File: src/rtl/irq_sel_pkg.sv
package irq_sel_pkg;
  localparam int VEC_W = 16;
  typedef logic [VEC_W-1:0] vec_addr_t;

  // word address of the handler pointer for a slot index
  function automatic vec_addr_t slot_vector(input vec_addr_t base, input vec_addr_t idx);
    return base + (idx << 1);
  endfunction
endpackage

File: src/rtl/irq_slot_gather.sv
module irq_slot_gather #(
  parameter int NUM_SLOTS    = 32,
  parameter int SRC_PER_SLOT = 3,
  parameter int RSVD_SLOTS   = 14
) (
  input  logic [NUM_SLOTS*SRC_PER_SLOT-1:0] src_i,
  output logic [NUM_SLOTS-1:0]              pend_o
);
  for (genvar s = 0; s < NUM_SLOTS; s++) begin : g_slot
    if (s < RSVD_SLOTS) begin : g_rsvd
      assign pend_o[s] = 1'b0;
    end else begin : g_live
      assign pend_o[s] = |src_i[s*SRC_PER_SLOT +: SRC_PER_SLOT];
    end
  end
endmodule

File: src/rtl/irq_elig_filter.sv
module irq_elig_filter #(
  parameter int NUM_SLOTS = 32,
  parameter int ALWAYS_ON = 2
) (
  input  logic [NUM_SLOTS-1:0] pend_i,
  input  logic [NUM_SLOTS-1:0] nmask_i,
  input  logic                 gie_i,
  output logic [NUM_SLOTS-1:0] elig_o
);
  for (genvar s = 0; s < NUM_SLOTS; s++) begin : g_slot
    if (s >= NUM_SLOTS - ALWAYS_ON) begin : g_top
      assign elig_o[s] = pend_i[s];
    end else begin : g_mask
      assign elig_o[s] = pend_i[s] & (gie_i | nmask_i[s]);
    end
  end
endmodule

File: src/rtl/irq_prio_enc.sv
module irq_prio_enc #(
  parameter int NUM_SLOTS = 32,
  localparam int IDX_W    = $clog2(NUM_SLOTS)
) (
  input  logic [NUM_SLOTS-1:0] elig_i,
  output logic                 any_o,
  output logic [IDX_W-1:0]     idx_o
);
  always_comb begin
    idx_o = '0;
    for (int i = 0; i < NUM_SLOTS; i++) begin
      if (elig_i[i]) idx_o = IDX_W'(i);
    end
  end
  assign any_o = |elig_i;
endmodule

File: src/rtl/irq_vector_sel.sv
module irq_vector_sel
  import irq_sel_pkg::*;
#(
  parameter int        NUM_SLOTS    = 32,
  parameter int        SRC_PER_SLOT = 3,
  parameter int        RSVD_SLOTS   = 14,
  parameter int        ALWAYS_ON    = 2,
  parameter vec_addr_t VEC_BASE     = 16'hFFC0
) (
  input  logic                              clk,
  input  logic                              rst,
  input  logic [NUM_SLOTS*SRC_PER_SLOT-1:0] src_i,
  input  logic [NUM_SLOTS-1:0]              nmask_i,
  input  logic                              gie_i,
  input  logic                              rst_vec_blank_i,
  input  logic                              accept_i,
  output logic [VEC_W-1:0]                  vec_addr_o,
  output logic                              vec_valid_o,
  output logic [NUM_SLOTS-1:0]              ack_o,
  output logic                              lpm_req_o
);
  localparam int        IDX_W   = $clog2(NUM_SLOTS);
  localparam vec_addr_t RST_VEC = slot_vector(VEC_BASE, vec_addr_t'(NUM_SLOTS - 1));
  localparam vec_addr_t MIN_VEC = slot_vector(VEC_BASE, vec_addr_t'(RSVD_SLOTS));

  logic [NUM_SLOTS-1:0] pend, elig;
  logic                 any_elig;
  logic [IDX_W-1:0]     win_idx, win_q;
  logic                 sleep_cond;

  irq_slot_gather #(
    .NUM_SLOTS(NUM_SLOTS), .SRC_PER_SLOT(SRC_PER_SLOT), .RSVD_SLOTS(RSVD_SLOTS)
  ) u_gather (
    .src_i(src_i), .pend_o(pend)
  );

  irq_elig_filter #(
    .NUM_SLOTS(NUM_SLOTS), .ALWAYS_ON(ALWAYS_ON)
  ) u_filter (
    .pend_i(pend), .nmask_i(nmask_i), .gie_i(gie_i), .elig_o(elig)
  );

  irq_prio_enc #(
    .NUM_SLOTS(NUM_SLOTS)
  ) u_enc (
    .elig_i(elig), .any_o(any_elig), .idx_o(win_idx)
  );

  // top slot pending with an erased reset pointer: sleep instead of vectoring
  assign sleep_cond = pend[NUM_SLOTS-1] & rst_vec_blank_i;

  always_ff @(posedge clk) begin
    if (rst) begin
      vec_valid_o <= 1'b0;
      vec_addr_o  <= RST_VEC;
      win_q       <= IDX_W'(NUM_SLOTS - 1);
      ack_o       <= '0;
      lpm_req_o   <= 1'b0;
    end else begin
      ack_o     <= '0;
      lpm_req_o <= sleep_cond;
      if (vec_valid_o && accept_i) begin
        vec_valid_o  <= 1'b0;
        ack_o[win_q] <= 1'b1;
      end else if (any_elig && !sleep_cond) begin
        vec_valid_o <= 1'b1;
        vec_addr_o  <= slot_vector(VEC_BASE, vec_addr_t'(win_idx));
        win_q       <= win_idx;
      end else begin
        vec_valid_o <= 1'b0;
      end
    end
  end


  ack_onehot_chk: assert property (@(posedge clk) disable iff (rst)
    $onehot0(ack_o));


  ack_cause_chk: assert property (@(posedge clk) disable iff (rst)
    (|ack_o) |-> $past(accept_i && vec_valid_o));


  ack_single_chk: assert property (@(posedge clk) disable iff (rst)
    (|ack_o) |=> (ack_o == '0));


  vec_hold_chk: assert property (@(posedge clk) disable iff (rst)
    ($past(!rst) && !$past(any_elig)) |-> ($stable(vec_addr_o) && !vec_valid_o));


  no_rsvd_chk: assert property (@(posedge clk) disable iff (rst)
    vec_valid_o |-> (vec_addr_o >= MIN_VEC));


  vec_even_chk: assert property (@(posedge clk) disable iff (rst)
    vec_valid_o |-> (vec_addr_o[0] == 1'b0));


  sleep_novec_chk: assert property (@(posedge clk) disable iff (rst)
    lpm_req_o |-> !vec_valid_o);
endmodule

File: config.mk
export PLATFORM = sky130hd
export DESIGN_NAME = irq_vector_sel
export DESIGN_NICKNAME = d
export VERILOG_FILES = /design/src/rtl/irq_sel_pkg.sv /design/src/rtl/irq_slot_gather.sv /design/src/rtl/irq_elig_filter.sv /design/src/rtl/irq_prio_enc.sv /design/src/rtl/irq_vector_sel.sv
export SDC_FILE = /design/constraint.sdc
export NUM_CORES = 1
export LEC_CHECK = 0
export ABC_CLOCK_PERIOD_IN_PS = 1700
export CORE_MARGIN = 5
export CORE_UTILIZATION = 25
export CTS_CLUSTER_SIZE = 12
export DETAILED_ROUTE_END_ITERATION = 10
export HOLD_SLACK_MARGIN = 0.08
export PLACE_DENSITY = 0.78
export REMOVE_ABC_BUFFERS = 1
export SETUP_SLACK_MARGIN = 0.4
export SYNTH_ARGS = -nofsm -noshare
export SYNTH_HDL_FRONTEND = slang
export SYNTH_SLANG_ARGS = --single-unit
File: constraint.sdc
create_clock -name clk -period 1.7 [get_ports clk]
set_input_delay 0.255 -clock clk [delete_from_list [all_inputs] [get_ports clk]]
set_output_delay 0.255 -clock clk [all_outputs]
set_load 0.005 [all_outputs]
==> flow_summary.ini, run 1 <==
[outcome]
status = complete, no violations

[sta]
period_minus_slack_ns = 1.67
finalSetupViolations = 0
hold_violations = 0
clock_skew_ns = 0.00339
fin_crit_sh_pct = 98.5
holdWs_ns = 0.525
fmax_mhz = 597
rsz0062_at_grt = true
drv_slew = 0

[critical_path]
critical-path-max-stage-delay_ns = 0.43
worstPathArrival_ns = 1.83
r2r_slack_ns = 0.39
critPathMaxFanout = 5
crit_type = primary input to register
cp_cell_sequence = buf_6 > o32a_1 > nand2b_4 > or3_4 > o311a_4 > mux2i_1
required_ns = 1.86
crit_path_end_kind = register
crit_path_start_kind = primary input
crit_path_top_delay_cell = o311a_4

[clock_network]
clkLatencyLatePin_ns = 0.28
cts_buffers = 5
cts_buffer_depth = 2
htree_levels = 2
root_buffer = clkbuf_8
cts.clk_slew.worst_paths_ns = 0.07
cts_tree = built
cts_hold_buf = 0
cts.sinks = 39

[die]
ios = 183
die_y_um = 92.3
dieArea_mm2 = 0.00851
core-area_mm2 = 0.00668
rows = 30
start_util_pct = 25.3
dieWidth_um = 92.3

[detailed_routing]
top_layer_used = met4
wl_per_cell_um = 14.1
antenna_left = 0
num_vias = 1893
wl_met1_mm = 2.22
drtIter0Drc = 27
wl_met2_mm = 2.76
first_pass_iters = 4
drt-total-wl_mm = 5.77
viasPerCell = 4.63
route.detailed.drc = 0
met3_length_um = 611

[place]
numPortBuffers = 113
dp_hpwl_mm = 4.46
gp_congestion = 0.746

[synth]
yosysTopAreaCell = dfxtp_1
synth-async-reset-ratio_pct = 0
ys.flop_type = dfxtp_1
avgSynthCellArea_um2 = 9.61
ys_types = 37
synth_area_mm2 = 0.00169
synth_edf_count = 0
yosys_warnings = 0
synth-seq-cells = 39
yosysSeqAreaShare_pct = 46.2
synth_top_area_share_pct = 46.2
netlist_top_cells_area = dfxtp_1 46%, nor2_1 9.5%, o32ai_2 5.8%
netlist_instances = 176

[finish]
multi_input_area_um2 = 948
postLayoutCoreUtil_pct = 49.3
nets = 461
layout.area.seq_um2 = 790
fillers = 644
drive_gt1_share_pct = 30.7
syn2layout_area_growth_pct = 94.8
antennaDiodeCount = 0

[global_route]
grtUsageTotal_pct = 13.6
overflow = 0
grt_pass1_vias = 2097
antenna_found_initial = 0
grt_max_degree = 13
grt_pass1_wl_mm = 9.36

[pwr]
power_density_mw_per_mm2 = 660
vdd_ir_drop_max_mv = 0.240
leakagePower_nw = 1.54

[run]
maxCapViolCount = 0

[worst_hold_path]
min_path_type = primary input to register
[Yosys cell counts (all sizes together) (3+ instances only)]
| master | count |
|---|---|
| nor2 | 43 |
| dfxtp | 39 |
| buf | 14 |
| o32ai | 10 |
| nand2 | 9 |
| o32a | 8 |
| nor3 | 5 |
| clkbuf | 4 |
| mux2i | 4 |
| nand3b | 4 |
| a211oi | 3 |
| nand2b | 3 |
| or3 | 3 |
| or3b | 3 |
[metrics by stage]
stage | instance area (µm²) | instances | setup slack [ns] | total power, mW | setup TNS, ns
finish | 3300 | 409 | 0.0262 | 2.18 | 0
global route | 3300 | 409 | -0.0449 | 2.27 | -0.140
CTS | 3240 | 404 | 0.0729 | 2.19 | 0
detailed placement | 3010 | 383 | -0.606 | 1.30 | -3.57
global placement | 3010 | 383 | -0.561 | 1.29 | -3.30
floorplan | 1590 | 167 | -0.0898 | 1.03 | -0.503
[timing repair]
action	in CTS	in global routing
gates resized for setup	151	50
pin swaps	29	29
buffers inserted	13	5
setup endpoints to repair	47	42
[kinds of logic after synthesis]
| family | count (synthesis) | synth area share (%) |
|---|---|---|
| buf+inv | 18 | 7.77 |
| other cells | 2 | 0.444 |
| flops | 39 | 46.2 |
| compound gates | 34 | 19.7 |
| simple gates | 79 | 23.5 |
| mux | 4 | 2.37 |
[critical path, delay by kind of cell]
family	cells	cell delay, ns
AO/OA/AOI/OAI	2	0.81
AND/OR/NAND/NOR	2	0.57
multiplexers	1	0.12
buffers and inverters	1	0.09
[cells in the final DEF (no fill, tap or decap), drive strengths merged, types with 2 or more instances in the layout]
cell | Yosys | layout
clkdlybuf4s50 | 0 | 14
nand3 | 2 | 2
o32ai | 10 | 10
nand4 | 2 | 2
or3b | 3 | 3
bufinv | 0 | 2
conb | 2 | 11
nor2 | 43 | 43
mux2i | 4 | 4
or3 | 3 | 3
nand2 | 9 | 9
clkbuf | 4 | 20
dfxtp | 39 | 39
nand3b | 4 | 4
nand2b | 3 | 3
clkdlybuf4s15 | 0 | 13
a211oi | 3 | 3
o211ai | 2 | 2
o32a | 8 | 8
o2111ai | 2 | 2
o21ai | 2 | 2
dlymetal6s2s | 0 | 7
buf | 14 | 50
nor3 | 5 | 5
dlygate4sd2 | 0 | 56
[area by class of cell]
cell class | count | share of cell area [%]
Clock inverter | 2 | 1.82
Tap cell | 80 | 3.04
Sequential cell | 39 | 24.0
Clock buffer | 6 | 2.20
Multi-Input combinational cell | 128 | 28.8
Timing Repair Buffer | 154 | 40.2
[layer usage]
metal	vias to the layer above	track usage (%)
li1	922	-
met1	839	14.0
met2	115	24.8
met3	17	5.00
met4	0	5.07
met5	-	0
[worst paths after layout]
path / startpoint / to / cells after the start
setup / recovery: src_i[77] / win_q[2] / 6
hold / removal: src_i[94] / lpm_req_o / 5
setup reg to reg: vec_valid_o / win_q[3] / 4
hold reg to reg: win_q[2] / win_q[2] / 2
[registers in the layout, indices dropped and copies added, names as in the netlist]
| name | flops |
|---|---|
| ack_o | 32 |
| lpm_req_o | 1 |
| vec_valid_o | 1 |
| win_q | 5 |
[power breakdown]
group	total, mW	switching [mW]	internal, mW
sequential	0.919	0.00273	0.916
combinational	0.371	0.144	0.228
clock	0.885	0.299	0.586
total	2.18	0.445	1.73
No activity file was read; power rests on OpenSTA's default activity.
==> run 2: changes to the inputs <==
- CORE_AREA: unset -> 5 5 67 69
- CORE_MARGIN: 5 -> unset
- CORE_UTILIZATION: 25 -> unset
- DIE_AREA: unset -> 0 0 72 74
- DONT_BUFFER_PORTS: unset -> 1
- PLACE_DENSITY: 0.78 -> 0.64
==> flow_summary.ini, run 2 (same netlist as run 1, synthesis figures left out) <==
[outcome]
status = complete, no violations

[critical_path]
critPathMaxFanout = 5
cp_cell_sequence = o32a_1 > nand2b_4 > or3_4 > o311a_4 > mux2i_1
critical-path-top-delay-family = compound AO/OA/AOI/OAI gates
crit_path_top_delay_cell = o311a_4
crit_path_end_kind = register
worstPathArrival_ns = 1.73
required_ns = 1.86
crit_path_start_kind = primary input
crit_type = primary input to register
critical-path-max-stage-delay_ns = 0.43
cp_num_buf_inv = 0

[global_route]
grt_pass1_wl_mm = 7.53
overflow = 0
grtUsageTotal_pct = 19.1
grt_max_degree = 19
antenna_found_initial = 0
grt_pass1_vias = 1425

[finish]
top_regs = ack_o x32, win_q x5
postLayoutCoreUtil_pct = 51.1
antennaDiodeCount = 0
fillers = 376
layout.area.seq_um2 = 782
syn2layout_area_growth_pct = 16.4
drive_gt1_share_pct = 25.0
final_cell_mix = 42 x nor2_1, 38 x dfxtp_1, 20 x buf_4
multi_input_area_um2 = 865
largest_reg_flops = 32
top_register = ack_o
final_common_cell = nor2_1
nets = 328

[pwr]
vdd_ir_drop_max_mv = 0.551
leakagePower_nw = 0.702
power_mw = 1.72
power_density_mw_per_mm2 = 876

[die]
core-area_mm2 = 0.00386
dieWidth_um = 72
die_y_um = 74
start_util_pct = 43.9
ios = 183
dieArea_mm2 = 0.00533
rows = 23

[sta]
fin_crit_sh_pct = 92.5
rsz0062_at_grt = true
drv_slew = 0
fmax_mhz = 636
period_minus_slack_ns = 1.57
holdWs_ns = 0.143
clock_skew_ns = 0.00555
fin_setup_tns_ns = 0
hold_violations = 0
finalSetupViolations = 0

[clock_network]
htree_levels = 2
root_buffer = clkbuf_8
cts_buffers = 5
cts.sinks = 39
cts_tree = built
cts.clk_slew.worst_paths_ns = 0.07
clkLatencyLatePin_ns = 0.28
cts_buffer_depth = 2

[place]
numPortBuffers = 0
dp_hpwl_mm = 4.32
gp_congestion = 0.788

[worst_hold_path]
min_path_type = primary input to register

[detailed_routing]
first_pass_iters = 4
wl_per_cell_um = 21.2
route.detailed.drc = 0
num_vias = 1420
drt-total-wl_mm = 5.22
viasPerCell = 5.77
antenna_left = 0
drtIter0Drc = 65

[run]
maxCapViolCount = 0
==> run 2: stage by stage <==
| stage | setup WS [ns] | area, µm² | std cells |
|---|---|---|---|
| final | 0.128 | 1970 | 246 |
| after global routing | 0.111 | 1970 | 246 |
| after CTS | 0.150 | 1920 | 243 |
| after detailed placement | -0.198 | 1750 | 230 |
| after global placement | -0.170 | 1750 | 230 |
| after floorplan | -0.0898 | 1590 | 167 |
==> run 2: timing repair <==
action,in CTS,in global routing
gates resized for setup,3,8
buffers inserted,4,3
pin swaps,6,3
setup endpoints to repair,6,38
hold endpoints to repair,3,0
hold buffers,1,0
==> run 2: power by group <==
group / switching, mW / total, mW / internal, mW
Clock: 0.284 / 0.654 / 0.370
Combinational: 0.0686 / 0.149 / 0.0802
Sequential: 0.00453 / 0.922 / 0.918
==> run 2: per-layer routing <==
layer,GRT usage [%],routed length [µm],up-vias
met4,4.38,39,0
met3,7.16,540,4
met2,33.7,2570,94
li1,-,-,654
met5,0,0,-
met1,22.2,2060,668
==> run 2: worst paths after layout <==
check	from	endpoint	slack [ns]	depth (start not counted)
max	src_i[77]	win_q[4]	0.13	5
min	rst	win_q[2]	0.14	2
max reg2reg	vec_valid_o	win_q[3]	0.43	4
min reg2reg	win_q[0]	win_q[0]	0.62	2
==> run 2: cell type report <==
class                      instances  area share [%]
clock buffer                       8            5.08
multi-input combinational        128            43.9
sequential                        39            39.7
tap                               50            3.18
timing repair buffer              21            8.13
